### src/rtl/osc_vote_pkg.sv
package osc_vote_pkg;

    typedef enum logic [1:0] {
        PH_IDLE = 2'd0,
        PH_WARM = 2'd1,
        PH_GAP  = 2'd2,
        PH_VOTE = 2'd3
    } phase_e;

    function automatic int unsigned idx_bits(input int unsigned n);
        return (n > 1) ? $clog2(n) : 1;
    endfunction

endpackage

### src/rtl/osc_edge_sync.sv
module osc_edge_sync (
    input  logic clk,
    input  logic rst,
    input  logic raw,
    output logic rise
);
    logic [2:0] sh_q;

    always_ff @(posedge clk) begin
        if (rst) sh_q <= '0;
        else     sh_q <= {sh_q[1:0], raw};
    end

    assign rise = sh_q[1] & ~sh_q[2];
endmodule

### src/rtl/osc_warm_cnt.sv
module osc_warm_cnt #(
    parameter int unsigned THR = 253,
    parameter int unsigned CW  = 8
) (
    input  logic clk,
    input  logic rst,
    input  logic run,
    input  logic tick,
    output logic at_thr,
    output logic close
);
    logic [CW-1:0] cnt_q;

    assign at_thr = run && (cnt_q == CW'(THR));
    assign close  = at_thr && tick;

    always_ff @(posedge clk) begin
        if (rst || !run || close) cnt_q <= '0;
        else if (tick)            cnt_q <= cnt_q + 1'b1;
    end
endmodule

### src/rtl/osc_majority.sv
module osc_majority #(
    parameter int unsigned W = 120,
    parameter int unsigned N = 3
) (
    input  logic [N-1:0][W-1:0] samp,
    output logic [W-1:0]        maj
);
    for (genvar b = 0; b < W; b++) begin : g_bit
        logic [N-1:0] col;
        for (genvar r = 0; r < N; r++) begin : g_rnd
            assign col[r] = samp[r][b];
        end
        assign maj[b] = ($countones(col) > (N / 2));
    end
endmodule

### src/rtl/osc_vote_ctrl.sv
module osc_vote_ctrl
    import osc_vote_pkg::*;
#(
    parameter int unsigned RESP_W      = 120,
    parameter int unsigned WARM_THR    = 253,
    parameter int unsigned EXTRA_PAIRS = 1
) (
    input  logic              clk,
    input  logic              rst,
    input  logic              start,
    input  logic              ref_osc,
    input  logic [RESP_W-1:0] osc_bits,
    input  logic [RESP_W-1:0] rand_vec,
    output logic              osc_en,
    output logic              latch_en,
    output logic [RESP_W-1:0] resp,
    output logic              resp_valid
);
    localparam int unsigned ROUNDS = 2 * EXTRA_PAIRS + 1;
    localparam int unsigned RW     = idx_bits(ROUNDS);
    localparam int unsigned CW     = $clog2(WARM_THR + 1);

    phase_e                        ph_q;
    logic [RW-1:0]                 rnd_q;
    logic [ROUNDS-1:0][RESP_W-1:0] samp_q;
    logic [RESP_W-1:0]             maj;
    logic                          tick;
    logic                          at_thr;
    logic                          close;

    assign osc_en   = (ph_q == PH_WARM);
    assign latch_en = at_thr;

    osc_edge_sync u_sync (
        .clk  (clk),
        .rst  (rst),
        .raw  (ref_osc),
        .rise (tick)
    );

    osc_warm_cnt #(.THR(WARM_THR), .CW(CW)) u_cnt (
        .clk    (clk),
        .rst    (rst),
        .run    (osc_en),
        .tick   (tick),
        .at_thr (at_thr),
        .close  (close)
    );

    osc_majority #(.W(RESP_W), .N(ROUNDS)) u_vote (
        .samp (samp_q),
        .maj  (maj)
    );

    always_ff @(posedge clk) begin
        if (rst) begin
            ph_q       <= PH_IDLE;
            rnd_q      <= '0;
            resp       <= '0;
            resp_valid <= 1'b0;
        end else begin
            resp_valid <= 1'b0;
            case (ph_q)
                PH_IDLE: if (start) begin
                    ph_q  <= PH_WARM;
                    rnd_q <= '0;
                end
                PH_WARM: if (close) begin
                    ph_q <= (rnd_q == RW'(ROUNDS - 1)) ? PH_VOTE : PH_GAP;
                end
                PH_GAP: begin
                    ph_q  <= PH_WARM;
                    rnd_q <= rnd_q + 1'b1;
                end
                default: begin
                    resp       <= maj ^ rand_vec;
                    resp_valid <= 1'b1;
                    ph_q       <= PH_IDLE;
                end
            endcase
        end
    end

    always_ff @(posedge clk) begin
        if (rst) begin
            samp_q <= '0;
        end else begin
            for (int r = 0; r < ROUNDS; r++) begin
                if (latch_en && rnd_q == RW'(r)) samp_q[r] <= osc_bits;
            end
        end
    end
endmodule

### config.mk
export PLATFORM = sky130hd
export DESIGN_NAME = osc_vote_ctrl
export DESIGN_NICKNAME = d
export VERILOG_FILES = /design/src/rtl/osc_vote_pkg.sv /design/src/rtl/osc_edge_sync.sv /design/src/rtl/osc_warm_cnt.sv /design/src/rtl/osc_majority.sv /design/src/rtl/osc_vote_ctrl.sv
export SDC_FILE = /design/constraint.sdc
export NUM_CORES = 1
export LEC_CHECK = 0
export ABC_AREA = 1
export ABC_CLOCK_PERIOD_IN_PS = 5700
export BUFFER_PORTS_ARGS = -buffer_cell sky130_fd_sc_hd__clkbuf_2
export CAP_MARGIN = 20
export CORE_MARGIN = 2
export CORE_UTILIZATION = 45
export DETAILED_ROUTE_END_ITERATION = 8
export HOLD_SLACK_MARGIN = 0.05
export PLACE_DENSITY_LB_ADDON = 0.05
export SYNTH_ARGS = -nofsm -noshare
export SYNTH_HDL_FRONTEND = slang
export SYNTH_HIERARCHICAL = 1
export SYNTH_SLANG_ARGS = --single-unit
### constraint.sdc
create_clock -name clk -period 5.7 [get_ports clk]
set_input_delay 0.57 -clock clk [delete_from_list [all_inputs] [get_ports clk]]
set_output_delay 0.57 -clock clk [all_outputs]
set_load 0.03 [all_outputs]
* Yosys cells after proc, flatten, opt, wreduce, memory -nomap -nowiden *
Cells that the tools add are included.

word-level totals
  input bits = 244
  logic and storage cells = 402
  register bits = 496

operators by class
  mux-type cells = 7
  equal/unequal tests = 7
  add/subtract/negate cells = 242
  bitwise logic cells = 3
  order comparisons = 120
  reductions and logical operators = 14

operators with widths
  operator             count
  $add 32x1->32        120
  $gt 32x1->1 const B  120
  $add 1x1->2          120
  $xor 120x120->120    1
  $add 8x1->8 const B  1
  $eq 8x8->1 const B   1
  $mux 2               3
  $pmux 2 s3           1
  $logic_and 1x1->1    5
  $eq 2x1->1 const B   2
  $eq 2x2->1 const B   2
  $logic_not 2->1      2
  $ne 2x2->1 const B   2
  $pmux 2 s2           1
  $reduce_and 2->1     2
  $reduce_or 3->1      1
  $add 2x1->2 const B  1
  $logic_or 1x1->1     2
  $mux 1               2
  $reduce_bool 2->1    1
  $and 1x1->1          1
  $logic_not 1->1      1
  $not 1->1            1

* Logic depth before layout (Yosys ltp) *
  depth after elaboration = 5
  depth in mapped cells = 10
  depth with buffers taken out = 9

* Modules after synthesis *
The synthesis kept the hierarchy.

modules (own cells, without submodules)
  module         sequential area each (um2)  cells an instance  instances  area each (um2)
  osc_vote_ctrl  9709.3                      2350               1          18192.4
  osc_majority   0.0                         480                1          2852.7
  osc_warm_cnt   160.2                       65                 1          449.2
  osc_edge_sync  60.1                        10                 1          86.3

* Worst setup path before layout *
OpenSTA, ideal clock, no wires.

  path kind = register to register
  from = register ph_q[0]
  to = register samp_q[100] (netlist bit)
  data required time = 5.584 ns
  arrival = 3.115 ns
  library setup time = 0.116 ns
  slack = 2.470 ns
  period minus slack after synthesis = 3.230 ns
  buffers on the path = 2
  cell stages (with the launch flop) = 10
  path through = dfxtp_1 inv_1 nor2_1 nand2_1 nor4_1 nand2_1 buf_4 clkbuf_1 o21ai_0 nor2_1

on the way
  cells in the longest elaborated chain, start to end = 3

ends and longest elaborated chain
  what                            line                 source
  start: declaration              osc_vote_ctrl.sv:23  phase_e ph_q;
  start signal: assignment        osc_vote_ctrl.sv:69  ph_q <= (rnd_q == RW'(ROUNDS - 1)) ? PH_VOTE : PH_GAP;
  $eq 2x1->1                      osc_vote_ctrl.sv:31  assign osc_en = (ph_q == PH_WARM);
  named net osc_en                osc_vote_ctrl.sv:14  output logic osc_en,
  $logic_and 1x1->1               osc_warm_cnt.sv:14   assign at_thr = run && (cnt_q == CW'(THR));
  named net latch_en              osc_vote_ctrl.sv:15  output logic latch_en,
  $logic_and 1x1->1               osc_vote_ctrl.sv:89  if (latch_en && rnd_q == RW'(r)) samp_q[r] <= osc_bits;
  end signal: indexed assignment  osc_vote_ctrl.sv:89
  end: declaration                osc_vote_ctrl.sv:25  logic [ROUNDS-1:0][RESP_W-1:0] samp_q;

The timed path passes the listed nets, and every way through them passes these cells.
A chain may end at the register's enable or synchronous reset.

* Final worst setup path *
  from = register ph_q[0]
  to = register samp_q[43] (netlist bit)

on the way
  cells in the longest elaborated chain, start to end = 3

ends and longest elaborated chain
  what               line
  $eq 2x1->1         osc_vote_ctrl.sv:31
  $logic_and 1x1->1  osc_warm_cnt.sv:14
  $logic_and 1x1->1  osc_vote_ctrl.sv:89

Every way passes these cells.

==> results list <==
- The run finished with clean final reports.
- Of the synthesized area, sequential elements account for 46.0%.
- Number of buffers inserted during clock tree synthesis: 53
- Overall via count from detail_route: 18.2k
* Initial antenna violation count: 12
- Counting flops and latches in the post-synthesis netlist gives 496.
- The number of setup buffers added after CTS is 0.
* Most numerous cell on the critical path: sky130_fd_sc_hd__nor2_1
- The worst register-to-register path begins at ph_q[0]$_SDFFE_PP0P_.
- Crit-path slowest cell: sky130_fd_sc_hd__inv_4
* Number of nets in the layout: ~3.6k
- Number of flops mapped to enable cells by yosys: 0
- Traced cell by cell, the critical path runs through inv_1 > nor2_1 > nand2_1 > nor4_1 > buf_4 > nand2_4 > inv_4 > buf_4 > nor2_1 > nor2_1.
- Clock-pin slew was measured on the worst setup and hold paths at 0.06 ns.
- Synth top area share: a little under half
- CTS tree: done
* Hold EP: u_sync/sh_q[0]$_SDFF_PP0_
- Headroom to the max-slew limit came out at 31.3%.
- Worst reg-to-reg setup slack: 2.53 ns
- Max-slew violation count: 0
* Data required, critical path: 6.22 ns
* Synth Instances: 2905
* Net count after synthesis: 3274
* Share of layout cells above drive strength 1: 15.0%
- Buffer depth of the longest clock path: 3
- During placement, the flow inserted port buffers numbering 366.
- Largest driver fanout on the critical path: 58
- Using the TritonRoute via totals, the vias-per-cell ratio works out to approximately 4.7.
- Layout Cells excl Fill: 3844
* Power density over cell area: 289 nW/um2
- A synthesized cell averages 7.43 um2.
- WHS Path Cells: 3
- Layout overhead on the synthesized area: 17.5%
- Share of the core filled with cells in the final layout: a little over half
- Top cell type by total area after synthesis: sky130_fd_sc_hd__dfxtp_1
- Type of the worst setup path: register to register
* Cell at the root of the clock tree: sky130_fd_sc_hd__clkbuf_16
- STA classifies the critical path endpoint as a register.
* Sum Neg Setup Slack: 0 ns
- Leakage power: 11.9 nW
* Total number of clock tree sinks: 496
* Commonest cells post-synth: sky130_fd_sc_hd__nor2_1, sky130_fd_sc_hd__nand2_1, sky130_fd_sc_hd__dfxtp_1
- Total DRC errors in the routed layout: 0
* Synthesis warning total: 6
* Die width: 223 um
- # Max-Cap Violations: 0
- Hold repair after CTS inserted 0 buffers.
- Setup repair after global routing left no endpoint under its margin.
* Fin. Hold Viols: 0
* Max Clk Rate: 0.316 GHz
* Transition time at the pin with the least slew margin: 1.03 ns
* Critical path's largest stage delay: 0.66 ns
- Wire length of the first global-routing pass: 89400 um
- The die covers 49700 um2.
- Proportion of synthesized flip-flops having asynchronous set or reset: 0%
- H-tree levels: 2
* Cell variety after synth: 22
* Total of fill cells in the finished design: 4771
- Minimum clock period: 3.17 ns
- Detailed placement ended at an HPWL of 36100 um.
- Wirelength, routed: 56500 um
- Pre-CTS setup slack: roughly 2.5 ns
- Total number of placement rows: 80
* First drt pass iteration count: 4
- The count of nets left with antenna violations once routing finished came out at 0.
- Dividing the detail-routed wire length by the instance count gives 14.7 um.
- Main synth FF type: sky130_fd_sc_hd__dfxtp_1
- After the first detailed-routing iteration, the DRC count stood at between 1k and 1.5k.
- Across every metal layer, demand over resource in global routing totals 22.3%.
- Min-delay worst type: input port to register
- Crit path launch type: register
* PnR worst setup slack: 2.53 ns
* Top post-synthesis cells by area: sky130_fd_sc_hd__dfxtp_1, sky130_fd_sc_hd__nor2_1, sky130_fd_sc_hd__nand2_1
* Initial standard-cell utilization of the core: 45.4%
- In this run the most critical hold path is launched from ref_osc.
- The number of global-route vias before repair is 17.1k.
- GRT Residual Overflow: 0
- Y dimension of the die: 223 um
* VDD IR max: ~0.00018 V
- The number of placed instances, taps included, is 3744.
- Data arrives at the worst endpoint at 3.68 ns.
- Top-level port count: approximately 370
- Reg2reg path depth: 10
- Insertion delay of the later-clocked pin in the worst-skew pair: 0.58 ns
- Entering global routing, the biggest net connects 204 pins.
* Final worst path period share: 55.6%
- Core region area: about 48000 um2
* Number of resized instances in the post-cts repair step: 0
- The synthesized netlist occupies a cell area of 21600 um2.
- Between clock sinks in the finished design, the worst skew comes to 0.00983 ns.
- The number of buffers and inverters on the critical path is 4.
- Setup violations remaining at the end of the flow were counted as 0.
* R2r endpoint: samp_q[43]$_SDFFE_PP0P_
- In this design, the largest share of critical-path delay is due to buffers and inverters.
- The congestion estimate from routability-driven global placement came to 0.768.
* Most used standard cell by instance count after synthesis: sky130_fd_sc_hd__nor2_1
[state kept, by name, summed over array words and instances (netlist names)]
register / count
samp_q: 360
ph_q: 2
resp: 120
rnd_q: 2
u_sync/sh_q: 3
u_cnt/cnt_q: 8
resp_valid: 1
[area by class of cell]
type / instances / area (um2) / share of cell area [%]
clock buffer: 74 / 1510 / 5.94
timing repair buffer: 381 / 1960 / 7.72
antenna: 5 / 12.5 / 0.0494
inverter: 264 / 1010 / 3.98
clock inverter: 21 / 308 / 1.21
sequential: 496 / 9930 / 39.2
multi-input combinational: 1988 / 9860 / 38.9
tap: 615 / 769 / 3.04
[per-stage QoR]
step / hold slack [ns] / total power, W / area (um2)
6_report: 0.178 / 0.00734 / 25300
5_1_grt: 0.169 / 0.00760 / 25300
4_1_cts: 0.146 / 0.00743 / 25300
3_5_place_dp: 0.399 / 0.00382 / 23500
3_3_place_gp: 0.395 / 0.00381 / 23500
2_1_floorplan: 0.388 / 0.00368 / 21600
[worst max-delay path by stage]
stage,startpoint,endpoint,slack (ns),cells after the start
floorplan,ph_q[0]$_SDFFE_PP0P_,samp_q[100]$_SDFFE_PP0P_,2.47,9
global placement,ph_q[0]$_SDFFE_PP0P_,samp_q[50]$_SDFFE_PP0P_,2.54,10
detailed placement,ph_q[0]$_SDFFE_PP0P_,samp_q[66]$_SDFFE_PP0P_,2.47,10
CTS,ph_q[0]$_SDFFE_PP0P_,samp_q[25]$_SDFFE_PP0P_,2.45,10
global route,ph_q[0]$_SDFFE_PP0P_,samp_q[32]$_SDFFE_PP0P_,2.23,10
finish,ph_q[0]$_SDFFE_PP0P_,samp_q[43]$_SDFFE_PP0P_,2.53,10
[layout by cell type (no fill, tap or decap)]
cell / count
sky130_fd_sc_hd__clkbuf_2: 366
sky130_fd_sc_hd__xnor2_1: 122
sky130_fd_sc_hd__nor4_1: 2
sky130_fd_sc_hd__nand2_2: 3
sky130_fd_sc_hd__nand3_1: 7
sky130_fd_sc_hd__xor2_1: 1
sky130_fd_sc_hd__buf_12: 1
sky130_fd_sc_hd__nand2_4: 4
sky130_fd_sc_hd__nor2_1: 734
sky130_fd_sc_hd__clkinvlp_4: 1
sky130_fd_sc_hd__buf_4: 14
sky130_fd_sc_hd__ha_1: 125
sky130_fd_sc_hd__nor2_4: 1
sky130_fd_sc_hd__mux2i_1: 1
sky130_fd_sc_hd__o21ai_1: 36
sky130_fd_sc_hd__nand4_1: 2
sky130_fd_sc_hd__nor2_2: 3
sky130_fd_sc_hd__inv_1: 258
sky130_fd_sc_hd__clkbuf_16: 53
sky130_fd_sc_hd__a21oi_1: 123
sky130_fd_sc_hd__clkbuf_8: 10
sky130_fd_sc_hd__dfxtp_1: 496
sky130_fd_sc_hd__clkinv_2: 12
sky130_fd_sc_hd__diode_2: 5
sky130_fd_sc_hd__bufinv_16: 8
sky130_fd_sc_hd__o21ai_0: 326
sky130_fd_sc_hd__nand2_1: 498
sky130_fd_sc_hd__inv_2: 1
sky130_fd_sc_hd__inv_4: 4
sky130_fd_sc_hd__clkbuf_1: 11
sky130_fd_sc_hd__inv_8: 1
[metal layers]
layer  vias up  wire (um)  track usage (%)
li1       9575          -                -
met1      8222      25800             29.1
met2       336      26000             36.9
met3        82       3590             5.76
met4        16        935             5.17
met5         -        102                0
[report_power, final]
| group | leakage [nW] | switching [W] | internal (W) |
|---|---|---|---|
| clock network | 0.898 | 0.00140 | 0.00219 |
| logic | 6.96 | 0.000154 | 0.000119 |
| registers | 3.99 | 0.000000901 | 0.00347 |
[cell families (layout without fill, tap and decap cells)]
group	after synthesis	count (layout)	synth area share, %
AND/OR/NAND/NOR	1254	1254	22.0
flip-flops	496	496	46.0
AO/OA/AOI/OAI	485	485	11.2
buffers and inverters	421	740	8.42
adder cells (fa/ha/maj)	125	125	7.25
XOR/XNOR	123	123	4.99
multiplexers	1	1	0.0464
other	0	5	0
[tightest hold or removal path, cell delays in order]
cell                       delay (ns)
sky130_fd_sc_hd__clkbuf_2        0.08
sky130_fd_sc_hd__inv_1           0.04
sky130_fd_sc_hd__nor2_1          0.03
Power figures use the tool's default switching activity.
